--- config.mk ---
export PLATFORM = sky130hd
export DESIGN_NAME = rdma_engine
export DESIGN_NICKNAME = d
export VERILOG_FILES = /design/src/rtl/rdma_pkg.sv /design/src/rtl/rdma_cmd_decode.sv /design/src/rtl/rdma_lane_pack.sv /design/src/rtl/rdma_ctrl.sv /design/src/rtl/rdma_engine.sv
export SDC_FILE = /design/constraint.sdc
export NUM_CORES = 1
export LEC_CHECK = 0
export ABC_CLOCK_PERIOD_IN_PS = 4700
export BUFFER_PORTS_ARGS = -buffer_cell sky130_fd_sc_hd__buf_2
export CORE_AREA = 2 2 120 93
export CTS_CLUSTER_DIAMETER = 200
export CTS_CLUSTER_SIZE = 40
export DETAILED_ROUTE_END_ITERATION = 6
export DIE_AREA = 0 0 122 95
export PLACE_DENSITY = 0.86
export SYNTH_ARGS = -nofsm -noshare
export SYNTH_HDL_FRONTEND = slang
export SYNTH_HIERARCHICAL = 1
export SYNTH_SLANG_ARGS = --single-unit
--- constraint.sdc ---
create_clock -name clk -period 4.7 [get_ports clk]
set_input_delay 0.47 -clock clk [delete_from_list [all_inputs] [get_ports clk]]
set_output_delay 0.47 -clock clk [all_outputs]
set_load 0.01 [all_outputs]
--- src/rtl/rdma_pkg.sv ---
package rdma_pkg;

    typedef enum logic [2:0] {
        ST_IDLE  = 3'd0,
        ST_FETCH = 3'd1,
        ST_WAIT  = 3'd2,
        ST_HOLD  = 3'd3,
        ST_WRITE = 3'd4
    } rdma_state_e;

    localparam logic [2:0] CMD_NONE  = 3'b000;
    localparam logic [2:0] CMD_READ  = 3'b001;
    localparam logic [2:0] CMD_WRITE = 3'b010;
    localparam logic [2:0] CMD_SEND  = 3'b011;

endpackage

--- src/rtl/rdma_cmd_decode.sv ---
module rdma_cmd_decode (
    input  logic       cmd_valid,
    input  logic [2:0] cmd_code,
    output logic       start_rd,
    output logic       start_wr,
    output logic       abort
);
    import rdma_pkg::*;

    always_comb begin
        start_rd = 1'b0;
        start_wr = 1'b0;
        abort    = 1'b0;
        if (cmd_valid) begin
            if (cmd_code[2]) begin
                abort = 1'b1;
            end else begin
                unique case (cmd_code)
                    CMD_READ,
                    CMD_SEND:  start_rd = 1'b1;
                    CMD_WRITE: start_wr = 1'b1;
                    default:   ;
                endcase
            end
        end
    end

endmodule

--- src/rtl/rdma_lane_pack.sv ---
module rdma_lane_pack #(
    parameter int DATA_W = 16
) (
    input  logic              word_mode,
    input  logic              swap_bytes,
    input  logic [DATA_W-1:0] host_wdata,
    input  logic [DATA_W-1:0] mem_rdata,
    output logic [DATA_W-1:0] mem_wdata,
    output logic [DATA_W/8-1:0] mem_be,
    output logic [DATA_W-1:0] host_rword
);
    localparam int LANES = DATA_W / 8;

    logic [DATA_W-1:0] wide_w;
    logic [DATA_W-1:0] wide_r;

    for (genvar i = 0; i < LANES; i++) begin : g_lane
        localparam int MIRROR = LANES - 1 - i;
        assign wide_w[i*8 +: 8] = swap_bytes ? host_wdata[MIRROR*8 +: 8]
                                             : host_wdata[i*8 +: 8];
        assign wide_r[i*8 +: 8] = swap_bytes ? mem_rdata[MIRROR*8 +: 8]
                                             : mem_rdata[i*8 +: 8];
    end

    always_comb begin
        if (word_mode) begin
            mem_wdata  = wide_w;
            mem_be     = '1;
            host_rword = wide_r;
        end else begin
            mem_wdata  = {{(DATA_W-8){1'b0}}, host_wdata[7:0]};
            mem_be     = {{(LANES-1){1'b0}}, 1'b1};
            host_rword = {{(DATA_W-8){1'b0}}, mem_rdata[7:0]};
        end
    end

endmodule

--- src/rtl/rdma_ctrl.sv ---
module rdma_ctrl #(
    parameter int ADDR_W = 16,
    parameter int CNT_W  = 16,
    parameter int DATA_W = 16
) (
    input  logic              clk,
    input  logic              rst_n,
    input  logic              cfg_we,
    input  logic              cfg_sel,
    input  logic [CNT_W-1:0]  cfg_wdata,
    input  logic              start_rd,
    input  logic              start_wr,
    input  logic              abort,
    input  logic              word_mode,
    input  logic              hp_rd,
    input  logic              hp_wr,
    input  logic [DATA_W-1:0] rd_word,
    output logic              mem_req,
    output logic              mem_we,
    output logic [ADDR_W-1:0] mem_addr,
    output logic              data_ready,
    output logic [DATA_W-1:0] hold_word,
    output logic [ADDR_W-1:0] cur_addr,
    output logic [CNT_W-1:0]  cur_count,
    output logic              busy,
    output logic              done
);
    import rdma_pkg::*;

    localparam int WORD_STEP = DATA_W / 8;

    typedef struct packed {
        rdma_state_e       state;
        logic [ADDR_W-1:0] addr;
        logic [ADDR_W-1:0] start;
        logic [CNT_W-1:0]  count;
        logic [DATA_W-1:0] hold;
        logic              done;
    } ctrl_s;

    ctrl_s st_d, st_q;

    logic [CNT_W-1:0]  step_c;
    logic [CNT_W-1:0]  cnt_after;
    logic [ADDR_W-1:0] addr_after;

    always_comb begin
        step_c     = word_mode ? CNT_W'(WORD_STEP) : CNT_W'(1);
        cnt_after  = (st_q.count > step_c) ? (st_q.count - step_c) : '0;
        addr_after = st_q.addr + ADDR_W'(step_c);
    end

    always_comb begin
        st_d      = st_q;
        st_d.done = 1'b0;
        unique case (st_q.state)
            ST_IDLE: begin
                if (start_rd || start_wr) begin
                    st_d.addr = st_q.start;
                    if (st_q.count == '0) begin
                        st_d.done = 1'b1;
                    end else begin
                        st_d.state = start_wr ? ST_WRITE : ST_FETCH;
                    end
                end else if (cfg_we) begin
                    if (cfg_sel) st_d.count = cfg_wdata;
                    else         st_d.start = ADDR_W'(cfg_wdata);
                end
            end
            ST_FETCH: begin
                st_d.state = abort ? ST_IDLE : ST_WAIT;
            end
            ST_WAIT: begin
                if (abort) begin
                    st_d.state = ST_IDLE;
                end else begin
                    st_d.hold  = rd_word;
                    st_d.state = ST_HOLD;
                end
            end
            ST_HOLD: begin
                if (abort) begin
                    st_d.state = ST_IDLE;
                end else if (hp_rd) begin
                    st_d.addr  = addr_after;
                    st_d.count = cnt_after;
                    if (cnt_after == '0) begin
                        st_d.state = ST_IDLE;
                        st_d.done  = 1'b1;
                    end else begin
                        st_d.state = ST_FETCH;
                    end
                end
            end
            ST_WRITE: begin
                if (abort) begin
                    st_d.state = ST_IDLE;
                end else if (hp_wr) begin
                    st_d.addr  = addr_after;
                    st_d.count = cnt_after;
                    if (cnt_after == '0) begin
                        st_d.state = ST_IDLE;
                        st_d.done  = 1'b1;
                    end
                end
            end
            default: st_d.state = ST_IDLE;
        endcase
    end

    always_ff @(posedge clk or negedge rst_n) begin
        if (!rst_n) begin
            st_q <= '{state: ST_IDLE, addr: '0, start: '0, count: '0,
                      hold: '0, done: 1'b0};
        end else begin
            st_q <= st_d;
        end
    end

    always_comb begin
        mem_req    = !abort && ((st_q.state == ST_FETCH) ||
                                (st_q.state == ST_WRITE && hp_wr));
        mem_we     = (st_q.state == ST_WRITE);
        mem_addr   = st_q.addr;
        data_ready = (st_q.state == ST_HOLD) || (st_q.state == ST_WRITE);
        hold_word  = st_q.hold;
        cur_addr   = st_q.addr;
        cur_count  = st_q.count;
        busy       = (st_q.state != ST_IDLE);
        done       = st_q.done;
    end

    AST_DONE_SINGLE: assert property (@(posedge clk) disable iff (!rst_n)
        st_q.done |=> !st_q.done);
    AST_DONE_AT_ZERO: assert property (@(posedge clk) disable iff (!rst_n)
        st_q.done |-> (st_q.count == '0 && st_q.state == ST_IDLE));
    AST_ABORT_TO_IDLE: assert property (@(posedge clk) disable iff (!rst_n)
        abort |=> (st_q.state == ST_IDLE && !st_q.done));
    AST_ADDR_STEP: assert property (@(posedge clk) disable iff (!rst_n)
        ($past(busy) && st_q.addr != $past(st_q.addr)) |->
        ((st_q.addr - $past(st_q.addr)) == ADDR_W'(1) ||
         (st_q.addr - $past(st_q.addr)) == ADDR_W'(WORD_STEP)));
    AST_COUNT_NO_WRAP: assert property (@(posedge clk) disable iff (!rst_n)
        ($past(busy) && st_q.count != $past(st_q.count)) |->
        (st_q.count < $past(st_q.count)));
    AST_BUSY_KEEPS_DIR: assert property (@(posedge clk) disable iff (!rst_n)
        (st_q.state == ST_WRITE && !abort) |=>
        (st_q.state == ST_WRITE || st_q.state == ST_IDLE));

endmodule

--- src/rtl/rdma_engine.sv ---
module rdma_engine #(
    parameter int ADDR_W = 16,
    parameter int CNT_W  = 16,
    parameter int DATA_W = 16
) (
    input  logic                clk,
    input  logic                rst_n,
    input  logic                cfg_we,
    input  logic                cfg_sel,
    input  logic [CNT_W-1:0]    cfg_wdata,
    input  logic                cmd_valid,
    input  logic [2:0]          cmd_code,
    input  logic                word_mode,
    input  logic                swap_bytes,
    input  logic                hp_rd,
    input  logic                hp_wr,
    input  logic [DATA_W-1:0]   hp_wdata,
    output logic [DATA_W-1:0]   hp_rdata,
    output logic                data_ready,
    output logic                mem_req,
    output logic                mem_we,
    output logic [ADDR_W-1:0]   mem_addr,
    output logic [DATA_W/8-1:0] mem_be,
    output logic [DATA_W-1:0]   mem_wdata,
    input  logic [DATA_W-1:0]   mem_rdata,
    output logic [ADDR_W-1:0]   cur_addr,
    output logic [CNT_W-1:0]    cur_count,
    output logic                busy,
    output logic                done
);
    logic              start_rd_w;
    logic              start_wr_w;
    logic              abort_w;
    logic [DATA_W-1:0] rd_word_w;

    rdma_cmd_decode u_decode (
        .cmd_valid (cmd_valid),
        .cmd_code  (cmd_code),
        .start_rd  (start_rd_w),
        .start_wr  (start_wr_w),
        .abort     (abort_w)
    );

    rdma_lane_pack #(.DATA_W(DATA_W)) u_pack (
        .word_mode  (word_mode),
        .swap_bytes (swap_bytes),
        .host_wdata (hp_wdata),
        .mem_rdata  (mem_rdata),
        .mem_wdata  (mem_wdata),
        .mem_be     (mem_be),
        .host_rword (rd_word_w)
    );

    rdma_ctrl #(.ADDR_W(ADDR_W), .CNT_W(CNT_W), .DATA_W(DATA_W)) u_ctrl (
        .clk        (clk),
        .rst_n      (rst_n),
        .cfg_we     (cfg_we),
        .cfg_sel    (cfg_sel),
        .cfg_wdata  (cfg_wdata),
        .start_rd   (start_rd_w),
        .start_wr   (start_wr_w),
        .abort      (abort_w),
        .word_mode  (word_mode),
        .hp_rd      (hp_rd),
        .hp_wr      (hp_wr),
        .rd_word    (rd_word_w),
        .mem_req    (mem_req),
        .mem_we     (mem_we),
        .mem_addr   (mem_addr),
        .data_ready (data_ready),
        .hold_word  (hp_rdata),
        .cur_addr   (cur_addr),
        .cur_count  (cur_count),
        .busy       (busy),
        .done       (done)
    );

    AST_ILLEGAL_CODE_IDLE: assert property (@(posedge clk) disable iff (!rst_n)
        (!busy && cmd_valid && cmd_code == 3'b000) |=> (!busy && !done));
    AST_NO_REQ_IDLE: assert property (@(posedge clk) disable iff (!rst_n)
        (!busy) |-> !mem_req);

endmodule

Word level (Yosys, flattened, before mapping). Index checks and enable logic that the tools add are counted.

Input port bits: 60. Register bits: 68. Output and inout port bits: 87. Logic and storage cells: 96.

Order comparisons: 1. Bitwise gates (word level): 3. Reductions and logical operators: 17. Eq/ne operators: 19. Muxes and demuxes: 48. $add $sub $neg: 2.

Operators with widths (number): $mux W16 (12); $pmux W16 S3 (2); $mux W19 (3); $logic_not A16 Y1 (2); $mux W8 (4); $add A16 B16 Y16 (1); $gt A16 B16 Y1 (1); $mux W1 (16); $ne A2 B2 Y1 const B (8); $sub A16 B16 Y16 (1); $mux W3 (5); $pmux W3 S5 (1); $eq A3 B2 Y1 const B (4); $mux W2 (4); $reduce_and A8 Y1 (1); $eq A3 B1 Y1 const B (2); $ne A3 B2 Y1 const B (2); $reduce_and A6 Y1 (1); $reduce_bool A3 Y1 (2); $reduce_and A5 Y1 (1); $reduce_and A4 Y1 (1); $eq A3 B3 Y1 const B (1); $logic_not A3 Y1 (1); $logic_or A1 B1 Y1 (3); other kinds (8) (11).

Longest topological paths before layout.
Word-level depth: 8. Depth in mapped cells: 11. Depth with buffers taken out: 10.

Hierarchy. Netlist, hierarchy kept.

Modules (own cells, without submodules): rdma_ctrl (instances 1, area each 4282.9 um2, cells an instance 461); rdma_lane_pack (instances 1, area each 538.0 um2, cells an instance 56); rdma_cmd_decode (instances 1, area each 30.0 um2, cells an instance 3).

Worst setup path after synthesis. No wires, ideal clock.

Path kind: input -> register. From: in word_mode. To: reg u_ctrl.st_q, in the netlist u_ctrl/done. Slack: 2127 ps. Stages: 9. Arrival: 2445 ps. Setup time: 129 ps. Required time: 4571 ps. Path through: inv_1 > ha_1 > fa_1 > or4b_1 > or3_2 > nand3_1 > nor2_1 > a41o_1 > o2bb2ai_1.

RTL lines: from (decl) (RTL line rdma_engine.sv:13) `input logic word_mode,`; to (signal assigned) (RTL line rdma_ctrl.sv:113) `st_q <= '{state: ST_IDLE, addr: '0, start: '0, count: '0,`; to (signal assigned) (RTL line rdma_ctrl.sv:116) `st_q <= st_d;`; to (decl) (RTL line rdma_ctrl.sv:41) `ctrl_s st_d, st_q;`.

Worst setup path in the final report.
From: in word_mode. To: reg u_ctrl/st_q[65] (netlist bit).

Longest elaborated chain between the ends: 8. Elaborated cells on any way between the ends: 11. Classes of those cells: 1 x add/sub; 1 x order compare; 1 x eq/ne; 6 x mux; 2 x reduce/logical.

RTL lines: $mux W2 * (RTL line rdma_ctrl.sv:48) `step_c = word_mode ? CNT_W'(WORD_STEP) : CNT_W'(1);`; $sub A16 B16 Y16 / $gt A16 B16 Y1 (equally long branches) (RTL line rdma_ctrl.sv:49) `cnt_after = (st_q.count > step_c) ? (st_q.count - step_c) : '0;`; $mux W16 * (RTL line rdma_ctrl.sv:49); $logic_not A16 Y1 * (RTL line rdma_ctrl.sv:87, rdma_ctrl.sv:101); $mux W1 (RTL line rdma_ctrl.sv:87) `if (cnt_after == '0) begin`; $mux W19 (RTL line rdma_ctrl.sv:84) `end else if (hp_rd) begin`; $mux W3 (RTL line rdma_ctrl.sv:82) `if (abort) begin`; $pmux W3 S5 (RTL line rdma_ctrl.sv:56) `unique case (st_q.state)`.

Every way passes the cells marked *; elsewhere a longest branch is shown, timed or not. The select of a mux whose other input is x is not followed. A chain may end at the register's enable or synchronous reset.

==> results.txt <==
----------------------------------------------------
[Floorplan]
  Area of the die ... 11600 µm²
  Number of rows in the core area ... 33
  # IOs ... 147
  Starting density of the core ... 0.461
  Core box area ... 10500 µm²
  Floorplan die width ... 122 µm
  Die Ht ... 95 µm

[Setup path]
  Origin of the critical flop-to-flop path ... u_ctrl/cur_count[6]
  Kind of start point of the critical path ... input pin
  Arrival @ worst endpoint ... 3200 ps
  CP Class ... input pin to flop
  Source of the critical timing path ... word_mode
  Path depth of the worst reg2reg path ... 6
  Capturing point of the worst reg2reg path ... u_ctrl/cur_count[2]
  Register-to-register setup slack ... 1950 ps
  CP endpoint kind ... flop
  WP data required ... between 4000 and 5000 ps
  Crit Path Max Fanout ... 21

[STA]
  Timing-limited maximum frequency ... 339 MHz
  Final hold viol count ... 0
  Number of pins exceeding their max-slew limit in the final report ... 0
  Largest clock skew in the final design ... about 5.4 ps
  Crit path time final ... 2950 ps
  Minimum setup slack in the final design ... 1750 ps
  Final setup fails ... 0
  Setup repair after global routing missed its margin ... false
  Worst-margin pin slew ... 1160 ps
  Worst rel slew slack ... 0.224
  Final clock period utilization by the worst path ... 0.629
  Total negative setup slack ... 0 ps

[Place]
  Post-detailed-placement half-perimeter wirelength ... 9.45 mm
  Setup slack after placement ... 1500 ps
  Placement Cell Area ... between 5000 and 6000 µm²
  RD Place Congestion ... slightly below 0.9
  Count of input and output buffers ... 145

[CTS]
  Cell at the root of the clock tree ... sky130_fd_sc_hd__clkbuf_16
  Insertion delay to the later sink of the worst-skew pair ... about 330 ps
  CTS Buffer Depth ... 2
  Number of buffers added by the clock tree synthesis step ... 9
  Number of H-tree branching levels ... 3
  Count of clock tree sinks ... 68
  Setup bufs post-CTS ... 0
  Number of gates resized after CTS ... 0
  TritonCTS clock tree ... yes
  Clk pin slew, worst setup/hold paths ... 60 ps
  Number of hold buffers added after cts ... 0

[Logic synthesis]
  Yosys top cell area share ... 0.351
  Fraction of registers with async set/reset ... 1.00
  Prevailing post-synth register cell ... sky130_fd_sc_hd__dfrtp_1
  Synthesized area ... roughly 4900 µm²
  Dominant cells by area after synthesis ... sky130_fd_sc_hd__dfrtp_1 (35%), sky130_fd_sc_hd__buf_4 (11%), sky130_fd_sc_hd__mux2_2 (8.8%)
  Largest area contributor in the synthesized netlist ... sky130_fd_sc_hd__dfrtp_1
  Flops & latches, synth ... 68
  Post-synthesis area per instance ... between 9 and 10 µm²
  Number of enable-type register cells in the synthesized netlist ... 0
  Post-Synthesis Cells ... 520
  Post-Synthesis Net Count ... 586
  Sequential cell area fraction in the yosys report ... 0.351
  Count of unique library cells instantiated by Yosys ... 69
  Total number of yosys warnings ... 6

[Layout]
  Most common library cell in the layout ignoring fill and taps ... sky130_fd_sc_hd__buf_2
  Final design utilization ... 0.520
  Fill cell total of the finished layout ... 988
  Fraction of layout cells with a size suffix above 1 ... 0.395
  Layout Cell Area excl Fill ... 5480 µm²
  Nets ... ~660
  Commonest cells after routing, fill and taps aside ... sky130_fd_sc_hd__buf_2 (145), sky130_fd_sc_hd__dfrtp_1 (68), sky130_fd_sc_hd__a21oi_1 (38), sky130_fd_sc_hd__mux2_2 (38), sky130_fd_sc_hd__nor2_1 (35)
  Count of inserted antenna diode cells ... 0
  Syn-to-layout area delta ... 12.9%

[Global route]
  Number of antenna violations at the first check in global routing ... 0
  First-pass GRT wire length ... 20.3 mm
  Via count of the first global-routing pass ... 3960
  Gr usage total ... 0.224
  Largest net degree at the start of global routing ... 69
  GRT Residual Overflow ... 0

[Detailed routing]
  Total via count in the routed design ... between 4000 and 5000
  Number of design rule violations left after detail routing ... 0
  Total length of routed wires ... 12.7 mm
  Number of iterations in the first detailed-routing pass ... 5
  Antenna violation net count after detailed routing ... 0
  Post-DR vias/cell ... 5.68
  Iteration-0 DRC count of the detailed router ... 362
  Drt wl/cell ... 17.3 µm

[Run]
  Max capacitance violation total ... 0

[Power]
  Sequential share of power ... 0.314
  Power spent charging and discharging nets ... between 1.5 and 2 mW
  Part of the total power dissipated in combinational logic ... 0.508
  Switching share of total power ... 0.442
  Pwr per Cell Area ... 698 nW/µm²
  Maximum vdd drop ... 0.295 mV
  Overall power of the completed layout ... 3.83 mW
  Clock group share of total power ... 0.179
  P_int ... 2.14 mW
  Total leakage power ... 2.56 nW

[Min path]
  Path type of the worst min-delay path ... input pin to asynchronous set/reset pin

[Outcome]
  Result of the run ... complete, no violations

----------------------------------------------------
-- worst max-delay path, cell delays in order --
cell                       delay, ps
sky130_fd_sc_hd__buf_2           320
sky130_fd_sc_hd__inv_1           180
sky130_fd_sc_hd__ha_1            260
sky130_fd_sc_hd__fa_1            470
sky130_fd_sc_hd__xor2_1          180
sky130_fd_sc_hd__nor4bb_1        470
sky130_fd_sc_hd__nand3_1         210
sky130_fd_sc_hd__nor4_2          290
sky130_fd_sc_hd__a41oi_1         170
sky130_fd_sc_hd__a211oi_2        160
-- area by class of cell --
type	instances	area, µm²	area share
Multi-Input combinational cell	348	2480	0.454
Clock buffer	11	243	0.0443
Inverter	13	48.8	0.00891
Clock inverter	5	61.3	0.0112
Timing Repair Buffer	150	763	0.139
Tap cell	140	175	0.0320
Sequential cell	68	1700	0.311
-- through the flow --
| step | instances | hold WS (ps) |
|---|---|---|
| floorplan | 520 | 174 |
| CTS | 735 | 379 |
| detailed placement | 719 | 491 |
| finish | 735 | 345 |
| global placement | 719 | 486 |
| global route | 735 | 403 |
-- cells in the mapped netlist, drive strengths merged (3+ instances only) --
cell type / n
nor3: 14
a2bb2oi: 6
a22oi: 3
nand4: 5
o22ai: 8
o31a: 3
buf: 71
a21oi: 38
o31ai: 3
or3: 6
inv: 13
a22o: 3
nand3: 15
nor3b: 3
dfrtp: 68
and3: 5
mux2i: 16
nor2b: 18
ha: 4
a211oi: 4
or2: 5
mux2: 48
nand2: 27
o2bb2ai: 5
clkbuf: 20
or4: 4
nor4: 6
o21ai: 33
nor2: 36
-- metal layers --
metal / track usage / wire, µm / vias up
li1: - / - / 1947
met1: 0.311 / 5720 / 2035
met2: 0.351 / 5990 / 171
met3: 0.0519 / 863 / 22
met4: 0.0670 / 177 / 0
met5: 0 / 0 / -
-- power by group through the flow --
stage                     combinational [mW]  clock [mW]  sequential [mW]
after detailed placement                1.92           0             1.20
final                                   1.94       0.684             1.20
after CTS                               1.93       0.697             1.19
after global routing                    2.14       0.721             1.25
after global placement                  1.87           0             1.18
after floorplan                         1.73           0             1.07
-- worst max-delay path by stage --
| stage | endpoint | slack, ps | cells after the start |
|---|---|---|---|
| 5_1_grt | u_ctrl/st_q[67] | 1580 | 10 |
| 3_5_place_dp | u_ctrl/st_q[67] | 1500 | 10 |
| 6_report | u_ctrl/st_q[65] | 1750 | 10 |
| 3_3_place_gp | u_ctrl/st_q[67] | 1570 | 10 |
| 4_1_cts | u_ctrl/st_q[67] | 1820 | 10 |
| 2_1_floorplan | u_ctrl/done | 2130 | 9 |
-- kinds of logic (layout without fill, tap and decap cells) --
family	count (synthesis)	after routing	share of synthesized area
AO/OA/AOI/OAI	117	117	0.151
flip-flops	68	68	0.351
other	1	1	0.000773
adder cells (fa/ha/maj)	6	6	0.0186
multiplexers	64	64	0.152
AND/OR/NAND/NOR	157	157	0.182
XOR/XNOR	3	3	0.00542
buffers and inverters	104	179	0.139
-- flip-flops by register name (all words and copies together) (netlist names) --
| name | count |
|---|---|
| u_ctrl/done | 1 |
| u_ctrl/st_q | 19 |
| u_ctrl/cur_addr | 16 |
| u_ctrl/cur_count | 16 |
| u_ctrl/hold_word | 16 |
Power figures use the tool's default switching activity.
